### config.mk
export PLATFORM = sky130hd
export DESIGN_NAME = tdm_slot_port
export DESIGN_NICKNAME = d
export VERILOG_FILES = /design/src/rtl/tsa_pkg.sv /design/src/rtl/tsa_sync_edge.sv /design/src/rtl/tsa_frame_ctr.sv /design/src/rtl/tsa_rx.sv /design/src/rtl/tsa_tx.sv /design/src/rtl/tdm_slot_port.sv
export SDC_FILE = /design/constraint.sdc
export NUM_CORES = 1
export LEC_CHECK = 0
export BUFFER_PORTS_ARGS = -buffer_cell sky130_fd_sc_hd__buf_2
export CORE_ASPECT_RATIO = 1.5
export CORE_MARGIN = 10
export CORE_UTILIZATION = 45
export DETAILED_ROUTE_END_ITERATION = 8
export GPL_TIMING_DRIVEN = 0
export PLACE_DENSITY_LB_ADDON = 0.2
export SYNTH_ARGS = -nofsm -noshare
export SYNTH_HDL_FRONTEND = slang
export SYNTH_SLANG_ARGS = --single-unit
### constraint.sdc
create_clock -name clk -period 3 [get_ports clk]
set_clock_uncertainty 0.2 [all_clocks]
set_input_delay 0.6 -clock clk [delete_from_list [all_inputs] [get_ports clk]]
set_output_delay 0.6 -clock clk [all_outputs]
set_load 0.01 [all_outputs]
### src/rtl/tsa_pkg.sv
package tsa_pkg;

    localparam int SLOT_W     = 6;
    localparam int WORD_W     = 8;
    localparam int NIBBLE_W   = 4;

    typedef enum logic [1:0] {
        ALG_R32 = 2'd0,
        ALG_R24 = 2'd1,
        ALG_R16 = 2'd2,
        ALG_RSV = 2'd3
    } alg_e;

    typedef struct packed {
        logic              idle;
        logic              bypass;
        logic              compress;
        logic              mulaw;
        alg_e              alg;
        logic [SLOT_W-1:0] in_slot;
        logic [SLOT_W-1:0] out_slot;
    } chan_cfg_t;

    localparam chan_cfg_t CFG_RESET = '{
        idle:     1'b1,
        bypass:   1'b0,
        compress: 1'b0,
        mulaw:    1'b0,
        alg:      ALG_R32,
        in_slot:  '0,
        out_slot: '0
    };

    // Input slots are wide whenever the channel encodes.
    function automatic logic in_is_wide(input logic compress);
        return compress;
    endfunction

    // Output follows the input width in pass-through, the opposite width otherwise.
    function automatic logic out_is_wide(input logic compress, input logic bypass);
        return bypass ? compress : !compress;
    endfunction

    // A signalling frame downgrades the 32 kbps choice to 24 kbps.
    function automatic alg_e eff_alg(input alg_e sel, input logic sig);
        return (sig && sel == ALG_R32) ? ALG_R24 : sel;
    endfunction

endpackage

### src/rtl/tsa_sync_edge.sv
module tsa_sync_edge #(
    parameter int STAGES = 2
) (
    input  logic clk,
    input  logic rst,
    input  logic tdm_clk,
    input  logic tdm_fsync,
    input  logic tdm_din,
    output logic rise,
    output logic fall,
    output logic fs_s,
    output logic din_s
);
    localparam int LANES = 3;

    logic [LANES-1:0] stg [STAGES];
    logic             clk_d;

    always_ff @(posedge clk) begin
        if (rst) begin
            for (int i = 0; i < STAGES; i++) stg[i] <= '0;
            clk_d <= 1'b0;
        end else begin
            stg[0] <= {tdm_clk, tdm_fsync, tdm_din};
            for (int i = 1; i < STAGES; i++) stg[i] <= stg[i-1];
            clk_d <= stg[STAGES-1][2];
        end
    end

    assign rise  =  stg[STAGES-1][2] & ~clk_d;
    assign fall  = ~stg[STAGES-1][2] &  clk_d;
    assign fs_s  =  stg[STAGES-1][1];
    assign din_s =  stg[STAGES-1][0];

endmodule

### src/rtl/tsa_frame_ctr.sv
module tsa_frame_ctr
    import tsa_pkg::*;
#(
    parameter int FRAME_MU = 256,
    parameter int FRAME_A  = 256,
    parameter int POS_W    = 9
) (
    input  logic             clk,
    input  logic             rst,
    input  logic             rise,
    input  logic             fs_s,
    input  chan_cfg_t        cfg_in,
    output logic [POS_W-1:0] bitpos,
    output logic             in_range,
    output logic             frame_start,
    output logic             sig_frame,
    output chan_cfg_t        act
);
    localparam int FRAME_MAX = (FRAME_MU > FRAME_A) ? FRAME_MU : FRAME_A;

    logic             fs_prev;
    logic [POS_W-1:0] limit;

    assign limit    = act.mulaw ? POS_W'(FRAME_MU) : POS_W'(FRAME_A);
    assign in_range = bitpos < limit;

    always_ff @(posedge clk) begin
        if (rst) begin
            bitpos      <= POS_W'(FRAME_MAX);
            fs_prev     <= 1'b0;
            sig_frame   <= 1'b0;
            frame_start <= 1'b0;
            act         <= CFG_RESET;
        end else begin
            frame_start <= 1'b0;
            if (rise) begin
                fs_prev <= fs_s;
                if (fs_s && !fs_prev) begin
                    bitpos      <= '0;
                    act         <= cfg_in;
                    sig_frame   <= 1'b0;
                    frame_start <= 1'b1;
                end else begin
                    if (in_range) bitpos <= bitpos + 1'b1;
                    if (fs_s && fs_prev && bitpos == '0) sig_frame <= 1'b1;
                end
            end
        end
    end

    // a new frame always begins at bit position zero
    a_r2_start_at_zero: assert property (@(posedge clk) disable iff (rst)
        frame_start |-> bitpos == '0);

    // the signalling flag is cleared at each frame start
    a_r10_sig_clear: assert property (@(posedge clk) disable iff (rst)
        frame_start |-> !sig_frame);

    // past the end of the frame the counter stays put
    a_r9_saturate: assert property (@(posedge clk) disable iff (rst)
        (rise && !in_range && !fs_s) |=> $stable(bitpos));

    // configuration only moves on a bit-clock edge
    a_r12_cfg_hold: assert property (@(posedge clk) disable iff (rst)
        !rise |=> $stable(act));

endmodule

### src/rtl/tsa_rx.sv
module tsa_rx
    import tsa_pkg::*;
#(
    parameter int POS_W = 9
) (
    input  logic              clk,
    input  logic              rst,
    input  logic              fall,
    input  logic              din_s,
    input  logic [POS_W-1:0]  bitpos,
    input  logic              in_range,
    input  logic              compress,
    input  logic [SLOT_W-1:0] in_slot,
    output logic [WORD_W-1:0] rx_word,
    output logic              rx_valid
);
    logic              wide;
    logic [POS_W-1:0]  slot_idx;
    logic [2:0]        offset;
    logic [2:0]        last_off;
    logic              hit;
    logic [WORD_W-2:0] sh;

    assign wide     = in_is_wide(compress);
    assign slot_idx = wide ? (bitpos >> 3) : (bitpos >> 2);
    assign offset   = wide ? bitpos[2:0] : {1'b0, bitpos[1:0]};
    assign last_off = wide ? 3'(WORD_W - 1) : 3'(NIBBLE_W - 1);
    assign hit      = in_range && (slot_idx == POS_W'(in_slot));

    always_ff @(posedge clk) begin
        if (rst) begin
            sh       <= '0;
            rx_word  <= '0;
            rx_valid <= 1'b0;
        end else begin
            rx_valid <= 1'b0;
            if (fall && hit) begin
                sh <= {sh[WORD_W-3:0], din_s};
                if (offset == last_off) begin
                    rx_word  <= wide ? {sh[WORD_W-2:0], din_s}
                                     : {4'b0, sh[NIBBLE_W-2:0], din_s};
                    rx_valid <= 1'b1;
                end
            end
        end
    end

    // a captured word is only ever published on a falling edge
    a_r3_valid_on_fall: assert property (@(posedge clk) disable iff (rst)
        rx_valid |-> $past(fall));

endmodule

### src/rtl/tsa_tx.sv
module tsa_tx
    import tsa_pkg::*;
#(
    parameter int POS_W = 9
) (
    input  logic              clk,
    input  logic              rst,
    input  logic              frame_start,
    input  logic [POS_W-1:0]  bitpos,
    input  logic              in_range,
    input  logic              idle,
    input  logic              bypass,
    input  logic              compress,
    input  logic [SLOT_W-1:0] out_slot,
    input  logic [WORD_W-1:0] rx_word,
    input  logic [WORD_W-1:0] tx_word,
    output logic              dout,
    output logic              doe
);
    logic [WORD_W-1:0] hold;
    logic              wide;
    logic [POS_W-1:0]  slot_idx;
    logic [2:0]        offset;
    logic              cur_bit;

    assign wide     = out_is_wide(compress, bypass);
    assign slot_idx = wide ? (bitpos >> 3) : (bitpos >> 2);
    assign offset   = wide ? bitpos[2:0] : {1'b0, bitpos[1:0]};
    assign cur_bit  = wide ? hold[3'(WORD_W - 1) - offset]
                           : hold[3'(NIBBLE_W - 1) - offset];

    always_ff @(posedge clk) begin
        if (rst) begin
            hold <= '0;
        end else if (frame_start) begin
            hold <= bypass ? rx_word : tx_word;
        end
    end

    assign doe  = !idle && in_range && (slot_idx == POS_W'(out_slot));
    assign dout = doe & cur_bit;

endmodule

### src/rtl/tdm_slot_port.sv
module tdm_slot_port
    import tsa_pkg::*;
#(
    parameter int FRAME_MU    = 256,
    parameter int FRAME_A     = 256,
    parameter int SYNC_STAGES = 2
) (
    input  logic              clk,
    input  logic              rst,
    input  logic              tdm_clk,
    input  logic              tdm_fsync,
    input  logic              tdm_din,
    input  logic              cfg_idle,
    input  logic              cfg_bypass,
    input  logic              cfg_compress,
    input  logic              cfg_mulaw,
    input  logic [1:0]        cfg_alg,
    input  logic [SLOT_W-1:0] cfg_in_slot,
    input  logic [SLOT_W-1:0] cfg_out_slot,
    input  logic [WORD_W-1:0] tx_word,
    output logic              tdm_dout,
    output logic              tdm_doe,
    output logic [WORD_W-1:0] rx_word,
    output logic              rx_valid,
    output logic              sig_frame,
    output logic [1:0]        alg_eff
);
    localparam int FRAME_MAX = (FRAME_MU > FRAME_A) ? FRAME_MU : FRAME_A;
    localparam int POS_W     = $clog2(FRAME_MAX + 1);

    logic             rise, fall, fs_s, din_s;
    logic [POS_W-1:0] bitpos;
    logic             in_range, frame_start;
    chan_cfg_t        cfg_in, act;

    assign cfg_in = '{
        idle:     cfg_idle,
        bypass:   cfg_bypass,
        compress: cfg_compress,
        mulaw:    cfg_mulaw,
        alg:      alg_e'(cfg_alg),
        in_slot:  cfg_in_slot,
        out_slot: cfg_out_slot
    };

    tsa_sync_edge #(.STAGES(SYNC_STAGES)) u_sync (
        .clk(clk), .rst(rst), .tdm_clk(tdm_clk), .tdm_fsync(tdm_fsync),
        .tdm_din(tdm_din), .rise(rise), .fall(fall), .fs_s(fs_s), .din_s(din_s)
    );

    tsa_frame_ctr #(.FRAME_MU(FRAME_MU), .FRAME_A(FRAME_A), .POS_W(POS_W)) u_frame (
        .clk(clk), .rst(rst), .rise(rise), .fs_s(fs_s), .cfg_in(cfg_in),
        .bitpos(bitpos), .in_range(in_range), .frame_start(frame_start),
        .sig_frame(sig_frame), .act(act)
    );

    tsa_rx #(.POS_W(POS_W)) u_rx (
        .clk(clk), .rst(rst), .fall(fall), .din_s(din_s), .bitpos(bitpos),
        .in_range(in_range), .compress(act.compress), .in_slot(act.in_slot),
        .rx_word(rx_word), .rx_valid(rx_valid)
    );

    tsa_tx #(.POS_W(POS_W)) u_tx (
        .clk(clk), .rst(rst), .frame_start(frame_start), .bitpos(bitpos),
        .in_range(in_range), .idle(act.idle), .bypass(act.bypass),
        .compress(act.compress), .out_slot(act.out_slot), .rx_word(rx_word),
        .tx_word(tx_word), .dout(tdm_dout), .doe(tdm_doe)
    );

    assign alg_eff = eff_alg(act.alg, sig_frame);

    // a signalling frame never runs the 32 kbps algorithm
    a_r11_sig_not32: assert property (@(posedge clk) disable iff (rst)
        sig_frame |-> alg_eff != 2'(ALG_R32));

    // nothing is driven once the counter has stopped
    a_r9_no_drive_past_end: assert property (@(posedge clk) disable iff (rst)
        !in_range |-> !tdm_doe);

    // an idled channel keeps the line released
    a_r7_idle_quiet: assert property (@(posedge clk) disable iff (rst)
        act.idle |-> !tdm_doe);

endmodule

==> results of run 1 <==
==> cell type report <==
class	count	area, um2	share of cell area, %
multi-input cells	194	1460	43.9
flip-flops and latches	60	1200	36.1
well taps	72	90.1	2.70
plain buffers	17	97.6	2.93
clock inverters	2	10.0	0.301
repair buffers	51	275	8.26
clock buffers	13	159	4.77
inverters	9	33.8	1.01
==> routing by layer <==
metal | vias to the layer above | part of all wire, % | global-route usage, % | wire [um]
met5 | - | 0 | 0 | 0
met4 | 0 | 3.0 | 7.73 | 202
met3 | 19 | 4.3 | 4.28 | 290
li1 | 1104 | - | - | -
met2 | 52 | 51 | 24.4 | 3400
met1 | 1048 | 42 | 15.2 | 2810
==> placed cells by master (no fill, tap or decap), types with 2 or more instances in the layout <==
cell and instances:
o211ai_1 2, dfxtp_1 58, mux2i_1 27, nor2b_1 12, buf_4 8, o21ai_0 4
clkinv_2 2, a22o_1 13, clkbuf_8 11, mux4_2 2, a21oi_1 6, inv_1 9
nand3_1 5, a21o_1 2, xnor2_1 10, nor2_1 24, nand2b_1 20, dfxtp_2 2
nor4_1 2, ha_1 2, nand4_1 5, clkbuf_1 12, a211oi_1 10, nand2_1 12
xor2_1 8, buf_2 48, nor3_1 7
==> synthesized netlist by cell type (4+ instances only) <==
cell type	n	area share, %
a22o_1	13	4.1
nor2_1	24	3.3
mux2i_1	27	9.8
xnor2_1	10	3.2
nand2_1	12	1.6
a21oi_1	6	1.1
buf_2	5	0.91
nand4_1	5	1.1
clkbuf_1	12	1.6
inv_1	9	1.2
nand3_1	5	0.91
dfxtp_1	60	44
o21ai_0	4	0.73
a211oi_1	10	2.7
nor3_1	7	1.3
nand2b_1	20	4.6
xor2_1	8	2.6
nor2b_1	12	2.7
==> critical path: cells and delay by family, from the launching register on <==
| family | cells | cell delay (ns) |
|---|---|---|
| compound gates | 3 | 0.63 |
| buf+inv | 3 | 0.47 |
| flops | 1 | 0.32 |
| simple gates | 1 | 0.15 |
| xor+xnor | 1 | 0.16 |
==> cells by family after synthesis <==
| logic type | count (synthesis) | share of synthesized area [%] |
|---|---|---|
| compound gates | 48 | 13.7 |
| xor+xnor | 20 | 6.93 |
| fa+ha+maj | 2 | 0.911 |
| buf+inv | 28 | 4.46 |
| flops | 60 | 43.7 |
| mux | 29 | 11.5 |
| simple gates | 95 | 18.8 |
==> state kept, by name, indices dropped and copies added (netlist names) <==
| name | flops |
|---|---|
| u_frame.act | 17 |
| u_frame.bitpos | 9 |
| u_rx.rx_word | 8 |
| u_tx.hold | 8 |
| u_rx.sh | 7 |
| u_sync.stg | 6 |
| u_frame.frame_start | 1 |
| u_frame.fs_prev | 1 |
| u_frame.sig_frame | 1 |
| u_rx.rx_valid | 1 |
| u_sync.clk_d | 1 |
==> power by group through the flow <==
| stage | combinational, mW | sequential, mW | clock [mW] |
|---|---|---|---|
| 6_report | 0.0665 | 0.809 | 0.635 |
| 3_3_place_gp | 0.0634 | 0.825 | 0 |
| 2_1_floorplan | 0.0346 | 0.824 | 0 |
| 5_1_grt | 0.0742 | 0.809 | 0.692 |
| 3_5_place_dp | 0.0644 | 0.826 | 0 |
| 4_1_cts | 0.0655 | 0.808 | 0.653 |
==> timing repair <==
item	in CTS	in global routing
resized for setup	4	7
pin swaps	2	5
cloned	0	0
hold endpoints to repair	0	0
endpoints found under the setup margin	1	1
setup buffers	1	7
==> worst paths after layout <==
kind | from | end | slack (ns)
max | u_frame.act[15] | tdm_dout | 0.13
min | u_sync.stg[0][1] | u_sync.stg[0][4] | 0.24
max reg2reg | u_frame.bitpos[0] | u_rx.rx_word[3] | 0.66
min reg2reg | u_sync.stg[0][1] | u_sync.stg[0][4] | 0.24
==> metrics by stage <==
step | hold slack, ns | utilization, % | instance area (um2) | total power, mW | setup slack, ns
floorplan | 0.214 | - | 2750 | 0.859 | 0.561
global placement | 0.222 | 52.0 | 3050 | 0.889 | 0.336
detailed placement | 0.225 | 52.0 | 3050 | 0.890 | 0.318
CTS | 0.240 | 55.4 | 3250 | 1.53 | 0.0169
global route | 0.256 | 56.7 | 3330 | 1.58 | -0.0139
finish | 0.237 | 56.7 | 3330 | 1.51 | 0.127
==> impl_metrics.env, run 1 <==
export IMPL_final_hold_viol_count=0
export IMPL_intPower_mw=1.17
export IMPL_syn_to_final_growth_pct=21.3
export IMPL_root_buffer="clkbuf_8"
export IMPL_start_util_pct=46.8
export IMPL_syn_inst=282
export IMPL_cts_buffers=9
export IMPL_grt_pass1_vias=2300
export IMPL_fin_nets=375
export IMPL_fp_row_count=34
export IMPL_drt_total_wl_um=6700
export IMPL_wl_per_cell_um=16.0
export IMPL_path_clk_slew_ns=0.06
export IMPL_syn_nets=315
export IMPL_power_frac_comb_pct=4.4
export IMPL_drv_slew=0
export IMPL_tightestPinTransition_ns=0.776
export IMPL_drcViolationCount=0
export IMPL_track_usage_pct=14.2
export IMPL_switching_power_mw=0.337
export IMPL_slowest_stage="a2111o_1"
export IMPL_clock_sinks=60
export IMPL_start_kind="flop"
export IMPL_routed_via_density=5.32
export IMPL_cp_required_ns=2.20
export IMPL_power_density_mw_per_mm2=453
export IMPL_design_core_area_mm2=0.00587
export IMPL_clock_power_share_pct=42.1
export IMPL_ctsHtreeMaxLevel=3
export IMPL_ys_async_sr_fraction_pct=0
export IMPL_synth_cell_types=44
export IMPL_final_layout_size_suffix_gt1_share_pct=24.6
export IMPL_grt_ovfl_total=0
export IMPL_io_buffer_count=43
export IMPL_ff2ff_path_depth=6
export IMPL_dp_hpwl_um=4940
export IMPL_status="complete, no violations"
export IMPL_fin_setup_tns_ns=0
export IMPL_slowest_delay_ns=0.35
export IMPL_vias=2223
export IMPL_ys_ff_latch=60
export IMPL_antenna_cells=0
export IMPL_cp_max_fo=7
export IMPL_yosysWarnings=0
export IMPL_cp_arrival_ns=2.07
export IMPL_gp_congestion=0.854
export IMPL_drtIter0Drc=76
export IMPL_dieArea_mm2=0.00969
export IMPL_switching_share_pct=22.3
export IMPL_slew_headroom_pct=48.0
export IMPL_synth_edf_count=0
export IMPL_grt_pass1_wl_um=11100
export IMPL_p_leak_nw=1.27
export IMPL_yosysSeqAreaShare_pct=43.7
export IMPL_endpoint_kind="output port"
export IMPL_syn_area_mm2=0.00275
export IMPL_p_seq_share_pct=53.5
export IMPL_dieHeight_um=116
export IMPL_insertion_delay_ns=0.34
export IMPL_postCtsHoldBufs=0
export IMPL_fp_dieW_um=83.8
export IMPL_pin_count=45
export IMPL_crit_chain="buf_8, xor2_4, buf_4, nor3_1, a211oi_1, a2111o_1, a2111oi_4, buf_2"
export IMPL_drv_cap=0
export IMPL_period_needed_ns=2.87
export IMPL_postRouteAntennaNets=0
export IMPL_worstSetupPathType="flop to output port"
export IMPL_post_synth_cell_area_avg_um2=9.74
export IMPL_first_pass_iters=4
export IMPL_fin_crit_sh_pct=95.8
export IMPL_ir_worst_vdd_mv=0.291
export IMPL_hold_depth=1
export IMPL_dp_cells=397
export IMPL_clock_path_buffers=2
export IMPL_finalNonFillerCells=418
export IMPL_finalSetupViolCount=0
export IMPL_fmax_mhz=348
export IMPL_synth_flop_cell="dfxtp_1"
export IMPL_fillCellCount=523
export IMPL_hp_class="flop to flop"
export IMPL_antenna_found_initial=0
export IMPL_grt_max_degree=11
export IMPL_tritoncts="built"
Note: power is estimated with default switching activity, not from simulation.
==> run 2, diff against run 1 <==
--- a/config.mk
+++ b/config.mk
@@ -11,7 +11,7 @@
 export CORE_UTILIZATION = 45
 export DETAILED_ROUTE_END_ITERATION = 8
 export GPL_TIMING_DRIVEN = 0
-export PLACE_DENSITY_LB_ADDON = 0.2
+export PLACE_DENSITY = 0.72
 export SYNTH_ARGS = -nofsm -noshare
 export SYNTH_HDL_FRONTEND = slang
 export SYNTH_SLANG_ARGS = --single-unit
==> run 2 against run 1 <==
Setup slack better by 0.030 ns. Cell count down 0.96%. Via count down 0.63%. Combinational power down 1%. Critical path type unchanged. Critical endpoint unchanged. Largest cell class unchanged. Largest power group unchanged.
==> impl_metrics.env, run 2 (same netlist as run 1, synthesis figures left out) <==
export IMPL_power_density_mw_per_mm2=475
export IMPL_drv_slew=0
export IMPL_dieHeight_um=116
export IMPL_finalSetupViolCount=0
export IMPL_grt_max_degree=11
export IMPL_gp_congestion=0.856
export IMPL_hp_class="flop to flop"
export IMPL_period_needed_ns=2.84
export IMPL_worstSetupPathType="flop to output port"
export IMPL_pin_count=45
export IMPL_io_buffer_count=43
export IMPL_slew_headroom_pct=49.6
export IMPL_cts_buffers=9
export IMPL_place_area_mm2=0.00305
export IMPL_final_common_cell="dfxtp_1"
export IMPL_final_hold_viol_count=0
export IMPL_fin_setup_tns_ns=0
export IMPL_final_layout_size_suffix_gt1_share_pct=25.4
export IMPL_antenna_found_initial=0
export IMPL_crit_chain="buf_8, xor2_4, buf_4, nand3_1, o221ai_2, o21ai_2, a2111oi_4, buf_2"
export IMPL_syn_to_final_growth_pct=21.1
export IMPL_endpoint_kind="output port"
export IMPL_fin_nets=371
export IMPL_start_util_pct=46.8
export IMPL_clock_path_buffers=2
export IMPL_largest_reg_flops=17
export IMPL_fmax_mhz=352
export IMPL_design_core_area_mm2=0.00587
export IMPL_reg_top3="u_frame.act: 17 flops, u_frame.bitpos: 9 flops"
export IMPL_cp_arrival_ns=2.04
export IMPL_fin_crit_sh_pct=94.8
export IMPL_start_kind="flop"
export IMPL_insertion_delay_ns=0.34
export IMPL_tightestPinTransition_ns=0.751
export IMPL_postCtsHoldBufs=0
export IMPL_routed_via_density=5.34
export IMPL_regMostFlops="u_frame.act"
export IMPL_postRouteAntennaNets=0
export IMPL_antenna_cells=0
export IMPL_path_clk_slew_ns=0.07
export IMPL_ir_worst_vdd_mv=0.354
export IMPL_fp_dieW_um=83.8
export IMPL_slowest_delay_ns=0.33
export IMPL_p_leak_nw=1.26
export IMPL_grt_ovfl_total=0
export IMPL_cp_required_ns=2.20
export IMPL_first_pass_iters=4
export IMPL_slowest_stage="dfxtp_2"
export IMPL_drt_total_wl_um=6360
export IMPL_rsz0062_at_grt="false"
export IMPL_final_area_mm2=0.00333
export IMPL_grt_pass1_vias=2293
export IMPL_ctsHtreeMaxLevel=3
export IMPL_vias=2209
export IMPL_layout_common_cells="dfxtp_1, buf_2, mux2i_1"
export IMPL_wl_per_cell_um=15.4
export IMPL_tritoncts="built"
export IMPL_cp_max_fo=7
export IMPL_clock_sinks=60
export IMPL_grt_pass1_wl_um=10600
export IMPL_fillCellCount=546
export IMPL_power_total_mw=1.58
export IMPL_drtIter0Drc=105
export IMPL_drcViolationCount=0
export IMPL_drv_cap=0
export IMPL_root_buffer="clkbuf_8"
export IMPL_fin_hold_ws_ns=0.241
export IMPL_track_usage_pct=13.2
export IMPL_dp_hpwl_um=4720
export IMPL_status="complete, no violations"
export IMPL_dieArea_mm2=0.00969
export IMPL_fp_row_count=34
## run 2: changes by cell type in the layout (fill, tap and decap cells not counted), sizes merged
| cell | previous run | this run |
|---|---|---|
| buf | 58 | 54 |
| clkinv | 2 | 3 |
| bufinv | 0 | 1 |
| clkbuf | 23 | 20 |
| clkinvlp | 0 | 1 |
## run 2: through the flow
step                cells  util (%)  setup slack [ns]
global route          414      56.7           0.00403
detailed placement    397      52.0             0.338
finish                414      56.7             0.157
floorplan             282         -             0.561
CTS                   412      55.7           0.00609
global placement      397      52.0             0.342
## run 2: worst max-delay path: cells and delay by family (launching register included)
kind | cells | cell delay [ns]
compound gates | 3 | 0.56
xor+xnor | 1 | 0.26
buf+inv | 3 | 0.48
flops | 1 | 0.33
simple gates | 1 | 0.09
## run 2: path summary, 6_finish.rpt
| kind | start | to | slack [ns] | cells after the start |
|---|---|---|---|---|
| setup / recovery | u_frame.act[15] | tdm_dout | 0.16 | 8 |
| hold reg to reg | u_sync.stg[0][0] | u_sync.stg[0][3] | 0.24 | 1 |
| hold / removal | u_sync.stg[0][0] | u_sync.stg[0][3] | 0.24 | 1 |
| setup reg to reg | u_frame.act[15] | u_rx.rx_word[4] | 0.67 | 8 |
## run 2: final cells by class
class                      instances  area, um2  area share (%)
multi-input combinational        194       1470            44.3
sequential                        60       1200            36.2
timing repair buffer              47        245            7.37
clock buffer                      10        138            4.14
tap                               72       90.1            2.71
buffer                            17       88.8            2.67
clock inverter                     5       52.6            1.58
inverter                           9       33.8            1.02
## run 2: power breakdown
part	total (mW)	internal, mW	switching [mW]	leakage (nW)
Sequential	0.808	0.804	0.00465	0.486
Clock	0.708	0.397	0.311	0.0979
Combinational	0.0656	0.0312	0.0344	0.679
## run 2: routing by layer
layer | routed length (um) | GRT usage [%] | vias to the layer above | part of all wire [%]
met3 | 245 | 3.79 | 15 | 3.9
met5 | 0 | 0 | - | 0
li1 | - | - | 1095 | -
met1 | 2660 | 14.1 | 1050 | 42
met4 | 175 | 6.16 | 0 | 2.8
met2 | 3280 | 23.4 | 49 | 52
## run 2: what timing repair did
action,4_1_cts,5_1_grt
setup buffers,0,4
resized for setup,4,9
pin swaps,0,6
endpoints found under the setup margin,1,2
==> run 3, diff against run 2 <==
--- a/config.mk
+++ b/config.mk
@@ -12,6 +12,7 @@
 export DETAILED_ROUTE_END_ITERATION = 8
 export GPL_TIMING_DRIVEN = 0
 export PLACE_DENSITY = 0.72
+export RECOVER_POWER = 100
 export SYNTH_ARGS = -nofsm -noshare
 export SYNTH_HDL_FRONTEND = slang
 export SYNTH_SLANG_ARGS = --single-unit
==> constraint.sdc (replaced) <==
create_clock -name clk -period 3.4 [get_ports clk]
set_clock_uncertainty 0.2 [all_clocks]
set_input_delay 0.68 -clock clk [delete_from_list [all_inputs] [get_ports clk]]
set_output_delay 0.68 -clock clk [all_outputs]
set_load 0.01 [all_outputs]
==> run 3 against run 2 <==
Register-to-register slack gained 0.16 ns. Core utilization shrank 2.2 points. Combinational power shrank 15%. Cell count shrank 0.48%. Count of clock-buffer cells in the layout did not move. Non-clock buffer count decreased by 2. Worst hold slack hardly changed. Via count is 1.9% lower. Sequential power decreased by 12%. Flip-flop and latch count unchanged. Highest routed layer unchanged. First-iteration DRC count grew 17%.
==> impl_metrics.env, run 3 (same netlist as run 1, synthesis figures left out) <==
export IMPL_status="complete, no violations"
export IMPL_grt_max_degree=11
export IMPL_drt_total_wl_um=6210
export IMPL_final_hold_viol_count=0
export IMPL_cts_resized=0
export IMPL_largest_reg_flops=17
export IMPL_gp_congestion=0.856
export IMPL_insertion_delay_ns=0.34
export IMPL_period_needed_ns=3.13
export IMPL_postCtsSetupBuffers=0
export IMPL_slew_headroom_pct=12.1
export IMPL_root_buffer="clkbuf_8"
export IMPL_fin_crit_sh_pct=92.0
export IMPL_ir_worst_vdd_mv=0.311
export IMPL_syn_to_final_growth_pct=16.4
export IMPL_cp_arrival_ns=2.25
export IMPL_gr_usage_met1_pct=14.1
export IMPL_postCtsHoldBufs=0
export IMPL_drcViolationCount=0
export IMPL_antenna_found_initial=0
export IMPL_antenna_cells=0
export IMPL_endpoint_kind="output port"
export IMPL_regMostFlops="u_frame.act"
export IMPL_fp_row_count=34
export IMPL_vias=2168
export IMPL_clock_path_buffers=2
export IMPL_final_layout_size_suffix_gt1_share_pct=15.9
export IMPL_dp_hpwl_um=4720
export IMPL_design_core_area_mm2=0.00587
export IMPL_grt_ovfl_total=0
export IMPL_grt_pass1_vias=2264
export IMPL_path_clk_slew_ns=0.07
export IMPL_cp_required_ns=2.52
export IMPL_drv_slew=0
export IMPL_final_common_cell="dfxtp_1"
export IMPL_layout_common_cells="dfxtp_1, buf_2, clkbuf_1"
export IMPL_grtUsageMet3_pct=4.00
export IMPL_wl_per_cell_um=15.1
export IMPL_tightestPinTransition_ns=1.31
export IMPL_worstSetupPathType="flop to output port"
export IMPL_fin_nets=369
export IMPL_fin_util_pct=54.5
export IMPL_reg_top3="u_frame.act: 17 flops, u_frame.bitpos: 9 flops"
export IMPL_rsz0062_at_grt="false"
export IMPL_power_density_mw_per_mm2=435
export IMPL_busiest_layer="met2"
export IMPL_p_leak_nw=1.16
export IMPL_tritoncts="built"
export IMPL_grt_pass1_wl_um=10500
export IMPL_cts_buffers=9
export IMPL_io_buffer_count=43
export IMPL_start_util_pct=46.8
export IMPL_drv_cap=0
export IMPL_fp_dieW_um=83.8
export IMPL_drtIter0Drc=123
export IMPL_first_pass_iters=4
export IMPL_clock_sinks=60
export IMPL_ctsHtreeMaxLevel=3
export IMPL_fmax_mhz=320
export IMPL_cp_max_fo=9
export IMPL_pin_count=45
export IMPL_start_kind="flop"
export IMPL_postRouteAntennaNets=0
export IMPL_track_usage_pct=13.1
export IMPL_routed_via_density=5.26
export IMPL_fin_setup_tns_ns=0
export IMPL_dieArea_mm2=0.00969
export IMPL_dieHeight_um=116
export IMPL_hp_class="flop to flop"
export IMPL_grt_util_met2_pct=23.1
export IMPL_finalSetupViolCount=0
run 3: final timing paths:
check,start,endpoint,slack (ns),cells past startpoint
setup / recovery,u_frame.act[15],tdm_dout,0.27,6
hold / removal,u_sync.stg[0][0],u_sync.stg[0][3],0.24,1
hold reg to reg,u_sync.stg[0][0],u_sync.stg[0][3],0.24,1
setup reg to reg,u_frame.fs_prev,u_frame.act[9],0.83,4
run 3: where the power goes:
group / total, mW / switching (mW) / internal (mW)
clock: 0.622 / 0.272 / 0.350
combinational: 0.0555 / 0.0294 / 0.0261
sequential: 0.713 / 0.00358 / 0.709
total: 1.39 / 0.305 / 1.09
run 3: worst max-delay path: stages, from the launching register on:
cell and delay [ns]:
dfxtp_1 0.32, buf_6 0.16, xor2_2 0.28, a22oi_1 0.15
a2111o_1 0.48, a2111oi_4 0.32, clkbuf_1 0.19
run 3: metal layers:
layer | share of wire, % | up-vias
li1 | - | 1090
met1 | 42 | 1021
met2 | 51 | 45
met3 | 4.5 | 12
met4 | 2.5 | 0
met5 | 0 | -
run 3: area by class of cell:
class,instances,area (um2)
clock buffers,10,138
flip-flops and latches,60,1200
well taps,72,90.1
multi-input cells,194,1400
repair buffers,43,196
inverters,9,33.8
clock inverters,5,52.6
plain buffers,19,86.3
fillers,566,2670
run 3: per-stage QoR:
step	power, mW	cell area [um2]	std cells	worst slack (ns)	hold slack (ns)
CTS	1.40	3240	412	0.278	0.243
finish	1.39	3200	412	0.271	0.241
global placement	0.784	3050	397	0.662	0.219
floorplan	0.758	2750	282	0.881	0.214
detailed placement	0.785	3050	397	0.658	0.229
global route	1.43	3200	412	0.0453	0.263
